===== src/rtl/alu8_pkg.sv =====
package alu8_pkg;
  localparam int unsigned DATA_W = 8;
  localparam int unsigned NIB_W  = DATA_W / 2;
  localparam int unsigned OP_W   = 5;

  typedef enum logic [OP_W-1:0] {
    OP_ADD  = 5'd0,  OP_ADDC = 5'd1,  OP_SUBB = 5'd2,  OP_INC  = 5'd3,
    OP_DEC  = 5'd4,  OP_MUL  = 5'd5,  OP_DIV  = 5'd6,  OP_DADJ = 5'd7,
    OP_AND  = 5'd8,  OP_OR   = 5'd9,  OP_XOR  = 5'd10, OP_CLR  = 5'd11,
    OP_CPL  = 5'd12, OP_SWAP = 5'd13, OP_RL   = 5'd14, OP_RLC  = 5'd15,
    OP_RR   = 5'd16, OP_RRC  = 5'd17
  } alu_op_e;

  typedef struct packed {
    logic [DATA_W-1:0] res;
    logic [DATA_W-1:0] hi;
    logic              cy;
    logic              ac;
    logic              ov;
  } alu_out_t;
endpackage


===== src/rtl/alu8_addsub.sv =====
module alu8_addsub
  import alu8_pkg::*;
(
  input  logic [DATA_W-1:0] a_i,
  input  logic [DATA_W-1:0] s_i,
  input  logic              cin_i,
  input  logic              sub_i,
  input  logic              use_c_i,
  output logic [DATA_W-1:0] r_o,
  output logic              cy_o,
  output logic              ac_o,
  output logic              ov_o
);
  localparam int unsigned MSB = DATA_W - 1;

  logic [DATA_W-1:0] x;
  logic              ci;
  logic [DATA_W:0]   sum;
  logic [NIB_W:0]    lo;

  // subtract as a + ~s + ~borrow; flags invert back on the way out
  always_comb begin
    x    = sub_i ? ~s_i : s_i;
    ci   = sub_i ? ~cin_i : (use_c_i & cin_i);
    sum  = {1'b0, a_i} + {1'b0, x} + {{DATA_W{1'b0}}, ci};
    lo   = {1'b0, a_i[NIB_W-1:0]} + {1'b0, x[NIB_W-1:0]} + {{NIB_W{1'b0}}, ci};
    r_o  = sum[DATA_W-1:0];
    cy_o = sum[DATA_W] ^ sub_i;
    ac_o = lo[NIB_W] ^ sub_i;
    ov_o = (a_i[MSB] == x[MSB]) && (sum[MSB] != a_i[MSB]);
  end
endmodule


===== src/rtl/alu8_muldiv.sv =====
module alu8_muldiv
  import alu8_pkg::*;
(
  input  logic [DATA_W-1:0] a_i,
  input  logic [DATA_W-1:0] b_i,
  output logic [DATA_W-1:0] prod_lo_o,
  output logic [DATA_W-1:0] prod_hi_o,
  output logic              mul_ov_o,
  output logic [DATA_W-1:0] quo_o,
  output logic [DATA_W-1:0] rem_o,
  output logic              div_zero_o
);
  localparam int unsigned PW = 2 * DATA_W;

  logic [PW-1:0] prod;

  always_comb begin
    prod       = {{DATA_W{1'b0}}, a_i} * {{DATA_W{1'b0}}, b_i};
    prod_lo_o  = prod[DATA_W-1:0];
    prod_hi_o  = prod[PW-1:DATA_W];
    mul_ov_o   = |prod[PW-1:DATA_W];
    div_zero_o = (b_i == '0);
    quo_o      = div_zero_o ? '1  : a_i / b_i;
    rem_o      = div_zero_o ? a_i : a_i % b_i;
  end
endmodule


===== src/rtl/alu8_dadj.sv =====
module alu8_dadj
  import alu8_pkg::*;
(
  input  logic [DATA_W-1:0] a_i,
  input  logic              cy_i,
  input  logic              ac_i,
  output logic [DATA_W-1:0] r_o,
  output logic              cy_o
);
  localparam logic [NIB_W-1:0]  NIB_MAX = NIB_W'(9);
  localparam logic [DATA_W:0]   LO_ADJ  = (DATA_W+1)'(6);
  localparam logic [DATA_W:0]   HI_ADJ  = LO_ADJ << NIB_W;

  logic [DATA_W:0] t1, t2;
  logic            lo_fix, hi_fix, c1;

  always_comb begin
    lo_fix = (a_i[NIB_W-1:0] > NIB_MAX) | ac_i;
    t1     = {1'b0, a_i} + (lo_fix ? LO_ADJ : '0);
    c1     = cy_i | t1[DATA_W];
    hi_fix = (t1[DATA_W-1:NIB_W] > NIB_MAX) | c1;
    t2     = t1 + (hi_fix ? HI_ADJ : '0);
    r_o    = t2[DATA_W-1:0];
    cy_o   = hi_fix;
  end
endmodule


===== src/rtl/alu8_logic.sv =====
module alu8_logic
  import alu8_pkg::*;
(
  input  alu_op_e           op_i,
  input  logic [DATA_W-1:0] a_i,
  input  logic [DATA_W-1:0] s_i,
  input  logic              cy_i,
  output logic [DATA_W-1:0] r_o,
  output logic              cy_o
);
  localparam int unsigned MSB = DATA_W - 1;

  always_comb begin
    r_o  = a_i;
    cy_o = cy_i;
    case (op_i)
      OP_AND:  r_o = a_i & s_i;
      OP_OR:   r_o = a_i | s_i;
      OP_XOR:  r_o = a_i ^ s_i;
      OP_CLR:  r_o = '0;
      OP_CPL:  r_o = ~a_i;
      OP_SWAP: r_o = {a_i[NIB_W-1:0], a_i[DATA_W-1:NIB_W]};
      OP_RL:   r_o = {a_i[MSB-1:0], a_i[MSB]};
      OP_RR:   r_o = {a_i[0], a_i[MSB:1]};
      OP_RLC: begin
        r_o  = {a_i[MSB-1:0], cy_i};
        cy_o = a_i[MSB];
      end
      OP_RRC: begin
        r_o  = {cy_i, a_i[MSB:1]};
        cy_o = a_i[0];
      end
      default: ;
    endcase
  end
endmodule


===== src/rtl/alu8_core.sv =====
module alu8_core
  import alu8_pkg::*;
(
  input  logic              clk_i,
  input  logic              rst_ni,
  input  logic [OP_W-1:0]   op_i,
  input  logic [DATA_W-1:0] acc_i,
  input  logic [DATA_W-1:0] src_i,
  input  logic [DATA_W-1:0] b_i,
  input  logic              cy_i,
  input  logic              ac_i,
  input  logic              ov_i,
  output logic [DATA_W-1:0] res_o,
  output logic [DATA_W-1:0] hi_o,
  output logic              cy_o,
  output logic              ac_o,
  output logic              ov_o
);
  localparam int unsigned PW = 2 * DATA_W;
  localparam logic [DATA_W-1:0] ONE = DATA_W'(1);

  alu_op_e  op;
  alu_out_t nxt, q;

  logic [DATA_W-1:0] as_r, mul_lo, mul_hi, quo, rem, da_r, lg_r;
  logic              as_cy, as_ac, as_ov, mul_ov, div_zero, da_cy, lg_cy;
  logic              is_sub, is_carry_add;

  assign op           = alu_op_e'(op_i);
  assign is_sub       = (op == OP_SUBB);
  assign is_carry_add = (op == OP_ADDC);

  alu8_addsub u_addsub (
    .a_i(acc_i), .s_i(src_i), .cin_i(cy_i), .sub_i(is_sub), .use_c_i(is_carry_add),
    .r_o(as_r), .cy_o(as_cy), .ac_o(as_ac), .ov_o(as_ov)
  );

  alu8_muldiv u_muldiv (
    .a_i(acc_i), .b_i(b_i), .prod_lo_o(mul_lo), .prod_hi_o(mul_hi), .mul_ov_o(mul_ov),
    .quo_o(quo), .rem_o(rem), .div_zero_o(div_zero)
  );

  alu8_dadj u_dadj (
    .a_i(acc_i), .cy_i(cy_i), .ac_i(ac_i), .r_o(da_r), .cy_o(da_cy)
  );

  alu8_logic u_logic (
    .op_i(op), .a_i(acc_i), .s_i(src_i), .cy_i(cy_i), .r_o(lg_r), .cy_o(lg_cy)
  );

  always_comb begin
    nxt = '{res: acc_i, hi: b_i, cy: cy_i, ac: ac_i, ov: ov_i};
    case (op)
      OP_ADD, OP_ADDC, OP_SUBB: begin
        nxt.res = as_r;
        nxt.cy  = as_cy;
        nxt.ac  = as_ac;
        nxt.ov  = as_ov;
      end
      OP_INC:  nxt.res = acc_i + ONE;
      OP_DEC:  nxt.res = acc_i - ONE;
      OP_MUL: begin
        nxt.res = mul_lo;
        nxt.hi  = mul_hi;
        nxt.cy  = 1'b0;
        nxt.ov  = mul_ov;
      end
      OP_DIV: begin
        nxt.res = quo;
        nxt.hi  = rem;
        nxt.cy  = 1'b0;
        nxt.ov  = div_zero;
      end
      OP_DADJ: begin
        nxt.res = da_r;
        nxt.cy  = da_cy;
      end
      OP_AND, OP_OR, OP_XOR, OP_CLR, OP_CPL, OP_SWAP,
      OP_RL, OP_RLC, OP_RR, OP_RRC: begin
        nxt.res = lg_r;
        nxt.cy  = lg_cy;
      end
      default: ;
    endcase
  end

  always_ff @(posedge clk_i or negedge rst_ni) begin
    if (!rst_ni) q <= '0;
    else         q <= nxt;
  end

  assign res_o = q.res;
  assign hi_o  = q.hi;
  assign cy_o  = q.cy;
  assign ac_o  = q.ac;
  assign ov_o  = q.ov;

  // one registered cycle must pass before $past refers to post-reset inputs
  logic armed_q;
  always_ff @(posedge clk_i or negedge rst_ni) begin
    if (!rst_ni) armed_q <= 1'b0;
    else         armed_q <= 1'b1;
  end


  add_sum_chk: assert property (@(posedge clk_i) disable iff (!rst_ni)
    (armed_q && $past(op_i) == OP_ADD) |->
      ({cy_o, res_o} == {1'b0, $past(acc_i)} + {1'b0, $past(src_i)}));


  incdec_flags_chk: assert property (@(posedge clk_i) disable iff (!rst_ni)
    (armed_q && ($past(op_i) == OP_INC || $past(op_i) == OP_DEC)) |->
      (cy_o == $past(cy_i) && ac_o == $past(ac_i) && ov_o == $past(ov_i)));


  mul_prod_chk: assert property (@(posedge clk_i) disable iff (!rst_ni)
    (armed_q && $past(op_i) == OP_MUL) |->
      ({hi_o, res_o} == PW'($past(acc_i)) * PW'($past(b_i)) && !cy_o &&
       ov_o == (hi_o != '0)));


  div_result_chk: assert property (@(posedge clk_i) disable iff (!rst_ni)
    (armed_q && $past(op_i) == OP_DIV && $past(b_i) != '0) |->
      (PW'(res_o) * PW'($past(b_i)) + PW'(hi_o) == PW'($past(acc_i)) &&
       hi_o < $past(b_i) && !cy_o && !ov_o));


  div_zero_chk: assert property (@(posedge clk_i) disable iff (!rst_ni)
    (armed_q && $past(op_i) == OP_DIV && $past(b_i) == '0) |-> (ov_o && !cy_o));


  swap_chk: assert property (@(posedge clk_i) disable iff (!rst_ni)
    (armed_q && $past(op_i) == OP_SWAP) |->
      (res_o == {$past(acc_i[NIB_W-1:0]), $past(acc_i[DATA_W-1:NIB_W])}));


  hi_pass_chk: assert property (@(posedge clk_i) disable iff (!rst_ni)
    (armed_q && $past(op_i) != OP_MUL && $past(op_i) != OP_DIV) |->
      (hi_o == $past(b_i)));
endmodule


===== config.mk =====
export PLATFORM = sky130hd
export DESIGN_NAME = alu8_core
export DESIGN_NICKNAME = d
export VERILOG_FILES = /design/src/rtl/alu8_pkg.sv /design/src/rtl/alu8_addsub.sv /design/src/rtl/alu8_muldiv.sv /design/src/rtl/alu8_dadj.sv /design/src/rtl/alu8_logic.sv /design/src/rtl/alu8_core.sv
export SDC_FILE = /design/constraint.sdc
export NUM_CORES = 1
export LEC_CHECK = 0
export BUFFER_PORTS_ARGS = -buffer_cell sky130_fd_sc_hd__buf_4
export CAP_MARGIN = 0
export CORE_ASPECT_RATIO = 1.1
export CORE_MARGIN = 10
export CORE_UTILIZATION = 64
export DETAILED_ROUTE_END_ITERATION = 10
export PLACE_DENSITY_LB_ADDON = 0.05
export SKIP_CTS_REPAIR_TIMING = 1
export SLEW_MARGIN = 25
export SYNTH_ARGS = -nofsm -noshare
export SYNTH_HDL_FRONTEND = slang
export SYNTH_SLANG_ARGS = --single-unit

===== constraint.sdc =====
create_clock -name clk_i -period 0.8 [get_ports clk_i]
set_clock_uncertainty 0.15 [all_clocks]
set_input_delay 0.04 -clock clk_i [delete_from_list [all_inputs] [get_ports clk_i]]
set_output_delay 0.04 -clock clk_i [all_outputs]
set_load 0.005 [all_outputs]

==> results of run 1 <==
[logic make-up after synthesis]
kind of cell | count (synthesis)
AO/OA/AOI/OAI | 253
XOR/XNOR | 42
adder cells (fa/ha/maj) | 151
buffers and inverters | 131
flip-flops | 19
multiplexers | 13
AND/OR/NAND/NOR | 291
[per-stage QoR]
stage / hold slack (ns) / utilization [%] / instances
floorplan: -0.406 / - / 900
global placement: -0.229 / 93.5 / 1325
detailed placement: -0.224 / 93.5 / 1325
CTS: -0.493 / 94.2 / 1329
==> reports/metrics.cfg, run 1 <==
[synth]
synth_largest_area_cell = ha_1
ys.flop_type = dfrtp_1
synth-seq-area-share_pct = 6.85
netlist_area_um2 = 6940
synthMostInstantiatedCell = ha_1
synth_warnings = 0
synth_xor_area_share_pct = 5.30
synthTopCellsByCount = ha_1, inv_1, nor2_1
synth-compound-area-share_pct = 26.3
synthCells = 900
netlist.area_leader.share_pct = 19.6
synth_fa_ha_area_share_pct = 31.8
synth_area_leaders = ha_1, fa_1, dfrtp_1, inv_1, nor2_1
synth.area.mux_share_pct = 2.02
synth-edff-count = 0
avgSynthCellArea_um2 = 7.71
synth_simple_gate_area_share_pct = 20.4
ys_ff_latch = 19
async_reset_ff_share_pct = 100
synth_cell_types = 83
syn_nets = 1085
synth_top_family_by_area = adder cells

[placed_design]
dp_hpwl_um = 26600
place_area_um2 = 9810
numPortBuffers = 52
dp_slack_ns = -9.91
gp_congestion = 1.17

[outcome]
status = stopped before the end
haltStage = global routing (5_1_grt)
error_line = [ERROR DPL-0038] Utilization greater than 100%, impossible to legalize

[floorplan]
io_pins = 53
start_util_pct = 66.2
dieWidth_um = 119
num_rows = 39
dieHeight_um = 129

[cts]
numCtsBuffers = 3
cts_buffer_depth = 2
htreeDepth = 1
root_buffer = clkbuf_16
numClockSinks = 19

[global_route]
grt_max_degree = 22

[timing]
crit_endpoint = hi_o[7]$_DFF_PN0_/D
worst-ep-kind = register data pin

==> run 2: changes to the inputs <==
--- a/config.mk
+++ b/config.mk
@@ -7,11 +7,10 @@
 export LEC_CHECK = 0
 export BUFFER_PORTS_ARGS = -buffer_cell sky130_fd_sc_hd__buf_4
 export CAP_MARGIN = 0
-export CORE_ASPECT_RATIO = 1.1
 export CORE_MARGIN = 10
-export CORE_UTILIZATION = 64
+export CORE_UTILIZATION = 40
 export DETAILED_ROUTE_END_ITERATION = 10
-export PLACE_DENSITY_LB_ADDON = 0.05
+export PLACE_DENSITY_LB_ADDON = 0.15
 export SKIP_CTS_REPAIR_TIMING = 1
 export SLEW_MARGIN = 25
 export SYNTH_ARGS = -nofsm -noshare
==> reports/metrics.cfg, run 2 <==
[global_route]
grt_pass1_wl_um = 43400
grt_remaining_overflow = 0
grt_use_total_pct = 23.8
antenna_found_initial = 2
grt_pass1_vias = 8128
grt_max_degree = 22

[power_and_ir_drop]
comb_power_share_pct = 87.2
peakVddDrop_mv = 2.56
powerDensity_nw_per_um2 = 1500
p_clk_share_pct = 6.1
p_leak_uw = 0.00531
p_sw_share_pct = 44.2
power_frac_seq_pct = 6.7
switchingPower_uw = 7380
p_int_uw = 9330

[synth]
synth_simple_gate_area_share_pct = 20.4
synthTopCellsByCount = ha_1, inv_1, nor2_1
synth_area_leaders = ha_1, fa_1, dfrtp_1, inv_1, nor2_1
netlist_area_um2 = 6940
synth_largest_area_cell = ha_1
async_reset_ff_share_pct = 100
syn_nets = 1085
synth_top_family_by_area = adder cells
synth_xor_area_share_pct = 5.30
avgSynthCellArea_um2 = 7.71
ys.flop_type = dfrtp_1
synthMostInstantiatedCell = ha_1
synth-compound-area-share_pct = 26.3
synth_fa_ha_area_share_pct = 31.8
synth-edff-count = 0
ys_ff_latch = 19
synthCells = 900
synth-seq-area-share_pct = 6.85
synth_warnings = 0
netlist.area_leader.share_pct = 19.6
synth_cell_types = 83
synth.area.mux_share_pct = 2.02

[timing]
max_freq_mhz = 101
finalMaxSlewViolations = 0
holdWs_ns = 0.0478
hold_violations = 0
slew_headroom_pct = 49.9
worst_pin_slew_ns = 0.733
setup_violations = 38
grt_setup_unrepaired = true
post-route-min-period_ns = 9.89
fin_crit_sh_pct = 1240
fin_ws_ns = -9.09

[cells_and_area]
nFillCells = 1485
fin_area_um2 = 11100
seq_area_um2 = 475
fin_nets = 1428
syn_to_final_growth_pct = 60.2
fin_util_pct = 64.7
multi_input_area_um2 = 6820
layout-drive-gt1-share_pct = 43.1
mostFrequentLayoutCell = buf_4
layout_common_cells = buf_4, ha_1, nand2_1
layout.cells.non_filler = 1469

[cts]
clkTransAtPathRegs_ns = 0.05
numCtsBuffers = 3
numClockSinks = 19
cts_tree = yes
htreeDepth = 1
root_buffer = clkbuf_16
cts_buffer_depth = 2

[floorplan]
dieHeight_um = 152
start_util_pct = 40.4
num_rows = 48
die_area_um2 = 23000
placeableCoreArea_um2 = 17200
dieWidth_um = 152
io_pins = 53

[drt]
wl_per_cell_um = 19.2
via_count = 8292
drt_iter0_drc = 710
vias_per_cell = 5.64
ant_nets = 0
dr.pass1.iters = 6
routed_wl_um = 28200
drc = 0

[setup_path]
crit_required_ns = 0.78
critPathArrivalTime_ns = 9.87
critPathKind = in2reg
cpMostUsedCell = ha_4
cpPeakStageDelay_ns = 0.55
worstSetupEndpointType = register
crit_path_max_fanout = 6
startpoint_type = input port
slowest_stage = or4_4

[flow_run]
maxCapViolCount = 0

[placed_design]
dp_hpwl_um = 22900
dpl.cell_count = 1437
gp_congestion = 1.00
numPortBuffers = 52
place_area_um2 = 10100

[outcome]
violations = negative setup slack
status = finished, violations left

[min_path]
hold_class = in2async

[run 2: logic make-up (layout without fill, tap and decap cells)]
kind of cell / Yosys count / in the layout
flops: 19 / 19
xor+xnor: 42 / 42
other cells: 0 / 2
fa+ha+maj: 151 / 151
buf+inv: 131 / 473
simple gates: 291 / 291
compound gates: 253 / 253
mux: 13 / 13
[run 2: final timing paths]
kind / cells past startpoint / from / slack, ns / end
max in group asynchronous: 2 / rst_ni / 0.26 / res_o[0]
min in group clk_i: 5 / ac_i / 0.10 / ac_o
hold / removal: 2 / rst_ni / 0.05 / hi_o[7]
setup / recovery: 50 / b_i[7] / -9.09 / hi_o[0]
[run 2: stage by stage]
| step | power (µW) | setup TNS, ns | setup slack, ns |
|---|---|---|---|
| after floorplan | 8580 | -115.99 | -8.91 |
| after global placement | 14100 | -125.05 | -9.14 |
| after detailed placement | 14300 | -127.61 | -9.37 |
| after CTS | 15400 | -125.69 | -9.15 |
| after global routing | 18200 | -129.97 | -9.52 |
| final | 16700 | -123.90 | -9.09 |
[run 2: worst max-delay path, delay by kind of cell]
kind | cells | cell delay [ns]
simple gates | 11 | 2.77
compound gates | 26 | 4.59
mux | 1 | 0.12
fa+ha+maj | 7 | 1.83
buf+inv | 5 | 0.50
[run 2: final cells by class]
type	instances	area share, %
antenna	2	0.0450
clock inverter	1	0.0675
sequential	19	4.28
tap	225	2.53
inverter	90	3.33
multi-input combinational	750	61.4
timing repair buffer	379	27.7
clock buffer	3	0.675
[run 2: power groups by stage]
| stage | combinational (µW) | sequential (µW) | clock (µW) |
|---|---|---|---|
| after global placement | 13000 | 1120 | 0 |
| after CTS | 13200 | 1100 | 1030 |
| after detailed placement | 13100 | 1120 | 0 |
| final | 14600 | 1130 | 1010 |
| after global routing | 16000 | 1140 | 1070 |
| after floorplan | 7440 | 1140 | 0 |
[run 2: layer usage]
metal,wire length (µm),GRT usage [%]
met5,0,0
met2,12900,37.8
met4,945,7.91
met1,12300,33.1
met3,2070,1.99
No activity file was read; power rests on OpenSTA's default activity.
==> run 3: changes to the inputs <==
--- a/config.mk
+++ b/config.mk
@@ -7,7 +7,6 @@
 export LEC_CHECK = 0
 export BUFFER_PORTS_ARGS = -buffer_cell sky130_fd_sc_hd__buf_4
 export CAP_MARGIN = 0
-export CORE_MARGIN = 10
 export CORE_UTILIZATION = 40
 export DETAILED_ROUTE_END_ITERATION = 10
 export PLACE_DENSITY_LB_ADDON = 0.15
==> constraint.sdc (replaced) <==
create_clock -name clk_i -period 10.3 [get_ports clk_i]
set_clock_uncertainty 0.15 [all_clocks]
set_input_delay 0.515 -clock clk_i [delete_from_list [all_inputs] [get_ports clk_i]]
set_output_delay 0.515 -clock clk_i [all_outputs]
set_load 0.005 [all_outputs]
==> reports/metrics.cfg, run 3 (synthesis gave the netlist of run 2 again) <==
[global_route]
grt_pass1_wl_um = 38500
grt_pass1_vias = 7107
grt_use_total_pct = 27.7
grt_max_degree = 24
antenna_found_initial = 0
grt_remaining_overflow = 0

[cts]
numClockSinks = 19
clkTransAtPathRegs_ns = 0.06
numCtsBuffers = 3
cts_buffer_depth = 2
htreeDepth = 1
cts_tree = yes
root_buffer = clkbuf_16

[setup_path]
critPathKind = in2reg
crit_required_ns = 10.27
cpPeakStageDelay_ns = 0.56
slowest_stage = or4_4
worstSetupEndpointType = register
crit_path_max_fanout = 8
startpoint_type = input port
critPathArrivalTime_ns = 10.59

[drt]
ant_nets = 0
drc = 0
routed_wl_um = 25200
drt_iter0_drc = 673
vias_per_cell = 5.79
via_count = 7466
dr.pass1.iters = 5
wl_per_cell_um = 19.5

[outcome]
status = finished, violations left
violations = negative setup slack

[timing]
hold_violations = 0
post-route-min-period_ns = 10.62
finalMaxSlewViolations = 0
fin_ws_ns = -0.325
setup_violations = 9
worst_pin_slew_ns = 0.965
fin_crit_sh_pct = 103
grt_setup_unrepaired = true
slew_headroom_pct = 34.8
max_freq_mhz = 94.1

[cells_and_area]
layout_common_cells = buf_4, ha_1, inv_1
num_antenna_cells = 0
mostFrequentLayoutCell = buf_4
fin_nets = 1255
layout-drive-gt1-share_pct = 27.1
layout.cells.non_filler = 1289
syn_to_final_growth_pct = 32.7
fin_area_um2 = 9210
multi_input_area_um2 = 6430
nFillCells = 1632
seq_area_um2 = 475

[placed_design]
dp_hpwl_um = 19800
numPortBuffers = 52
place_area_um2 = 8600
dpl.cell_count = 1261
gp_congestion = 0.948

[floorplan]
num_rows = 47
start_util_pct = 41.4
dieHeight_um = 134
dieWidth_um = 134
placeableCoreArea_um2 = 16800
io_pins = 53
die_area_um2 = 17900

[power_and_ir_drop]
powerDensity_nw_per_um2 = 114
p_leak_uw = 0.00433
peakVddDrop_mv = 0.140

[min_path]
hold_class = in2reg
whs_path_depth = 3

[flow_run]
maxCapViolCount = 0

## run 3: cell count changes in the layout (fill, tap and decap cells not counted), sizes merged
cell	change
diode	-2
buf	-173
clkinvlp	-1
inv	+1
## run 3: where the power goes
group	total, µW	switching (µW)	internal (µW)
Clock	81.6	29.1	52.5
Combinational	879	476	402
Sequential	85.8	2.45	83.4
Total	1050	508	538
## run 3: worst max-delay path: cells and delay by family
family,cells,cell delay [ns]
and+or+nand+nor,15,3.21
adders and majority gates,7,1.64
AOI/OAI and AO/OA,17,3.63
muxes,3,0.65
buffers and inverters,8,0.91
## run 3: path summary, 6_finish.rpt
path	to	startpoint	slack, ns
max	hi_o[0]	b_i[4]	-0.32
min	cy_o	cy_i	0.45
max in group asynchronous	res_o[7]	rst_ni	9.27
min in group asynchronous	hi_o[5]	rst_ni	0.52
## run 3: routing by layer
layer	share of wire [%]	GRT usage [%]	vias to the layer above
li1	-	-	3608
met1	47	41.0	3569
met2	44	42.9	260
met3	6.3	1.67	29
met4	2.1	7.77	0
met5	0	0	-
## run 3: per-stage QoR
step	setup WS (ns)	TNS [ns]	hold WS, ns	power [µW]	utilization, %
CTS	-0.473	-3.23	-0.0161	980	51.8
finish	-0.325	-1.87	0.454	1050	55.0
floorplan	0.00844	0	0.0694	614	-
global placement	-0.566	-3.91	0.253	892	51.3
global route	-0.754	-5.81	0.483	1140	55.0
detailed placement	-0.699	-5.32	0.253	894	51.3
## run 3: area by class of cell
| cell class | instances | share of cell area, % |
|---|---|---|
| clock buffer | 3 | 0.815 |
| clock inverter | 1 | 0.0815 |
| inverter | 90 | 3.67 |
| multi-input combinational | 750 | 69.8 |
| sequential | 19 | 5.16 |
| tap | 220 | 2.99 |
| timing repair buffer | 206 | 17.4 |
==> run 4: changes to the inputs <==
--- a/config.mk
+++ b/config.mk
@@ -7,7 +7,7 @@
 export LEC_CHECK = 0
 export BUFFER_PORTS_ARGS = -buffer_cell sky130_fd_sc_hd__buf_4
 export CAP_MARGIN = 0
-export CORE_UTILIZATION = 40
+export CORE_UTILIZATION = 41
 export DETAILED_ROUTE_END_ITERATION = 10
 export PLACE_DENSITY_LB_ADDON = 0.15
 export SKIP_CTS_REPAIR_TIMING = 1
==> reports/metrics.cfg, run 4 (synthesis gave the netlist of run 2 again) <==
[drt]
drt_iter0_drc = 611
vias_per_cell = 5.89
via_count = 7533
ant_nets = 0
drc = 0
routed_wl_um = 25200
dr.pass1.iters = 5
wl_per_cell_um = 19.7

[placed_design]
dp_slack_ns = -0.554
numPortBuffers = 52
gp_congestion = 0.928
dp_hpwl_um = 19800
place_area_um2 = 8550

[cells_and_area]
fin_util_pct = 55.1
layout-drive-gt1-share_pct = 26.1
layout_common_cells = buf_4, ha_1, inv_1
multi_input_area_um2 = 6460
syn_to_final_growth_pct = 31.6
mostFrequentLayoutCell = buf_4
fin_nets = 1245
num_antenna_cells = 0
fin_area_um2 = 9140
nFillCells = 1608
seq_area_um2 = 475

[timing]
worst_pin_slew_ns = 1.00
hold_violations = 0
post-route-min-period_ns = 10.65
max_freq_mhz = 93.9
setup_violations = 9
slew_headroom_pct = 32.9
grt_setup_unrepaired = true
fin_crit_sh_pct = 103
fin_ws_ns = -0.354
finalMaxSlewViolations = 0

[floorplan]
dieHeight_um = 132
io_pins = 53
die_area_um2 = 17500
num_rows = 47
dieWidth_um = 132
start_util_pct = 41.9
placeableCoreArea_um2 = 16600

[setup_path]
crit_cells = 48
critPathArrivalTime_ns = 10.63
crit_path_max_fanout = 7
cpPeakStageDelay_ns = 0.56
worstSetupEndpointType = register
crit_buf_inv = 5
critPathKind = in2reg
crit_required_ns = 10.27
slowest_stage = or4_4
startpoint = b_i[4]
cpLargestDelayFamily = compound AO/OA/AOI/OAI gates
endpoint = hi_o[7]
startpoint_type = input port

[cts]
htreeDepth = 1
numCtsBuffers = 3
clkTransAtPathRegs_ns = 0.06
cts_buffer_depth = 2
root_buffer = clkbuf_16
numClockSinks = 19
cts_tree = yes

[flow_run]
maxCapViolCount = 0

[global_route]
grt_max_degree = 24
grt_pass1_vias = 7166
grt_use_total_pct = 28.8
grt_pass1_wl_um = 39500
grt_remaining_overflow = 0
antenna_found_initial = 1

[min_path]
min_from = cy_i
hold_class = in2reg

[power_and_ir_drop]
p_leak_uw = 0.00430
peakVddDrop_mv = 0.142
powerDensity_nw_per_um2 = 113

[outcome]
status = finished, violations left
violations = negative setup slack

run 4: worst min-delay path by stage:
stage | end | slack, ns | depth (start not counted)
after global routing | ac_o | 0.51 | 4
after detailed placement | hi_o[6] | 0.25 | 1
after floorplan | ac_o | 0.07 | 0
final | cy_o | 0.45 | 3
after CTS | hi_o[6] | -0.01 | 1
after global placement | hi_o[5] | 0.26 | 1
run 4: stage by stage:
step           power, µW  hold WS (ns)  instances  TNS (ns)
2_1_floorplan        614        0.0694        900         0
3_3_place_gp         883         0.257       1255     -2.19
3_5_place_dp         884         0.252       1255     -4.48
4_1_cts              968       -0.0122       1259     -2.32
5_1_grt             1130         0.510       1279     -6.63
6_report            1030         0.452       1279     -2.22
run 4: per-layer routing:
metal  vias up  GRT usage [%]  wire length [µm]
met5         -              0                 0
met4         0           9.37               865
met3        65           2.96              1970
met2       316           44.1             10800
met1      3576           42.0             11500
li1       3576              -                 -
run 4: tightest hold or removal path, delay by kind of cell:
| family | cells | cell delay, ns |
|---|---|---|
| compound gates | 1 | 0.04 |
| simple gates | 1 | 0.10 |
| buf+inv | 1 | 0.15 |
run 4: report_power, final:
part	total, µW	leakage, µW	internal, µW	switching (µW)
combinational	865	0.00404	392	473
clock	79.8	0.0000409	52.0	27.8
sequential	86.0	0.000225	83.4	2.64
total	1030	0.00430	527	503
run 4: layout make-up:
cell class	count	share of cell area [%]
Multi-Input combinational cell	750	70.7
Timing Repair Buffer	196	16.5
Sequential cell	19	5.20
Inverter	90	3.70
Tap cell	220	3.01
Clock buffer	3	0.822
Clock inverter	1	0.0548
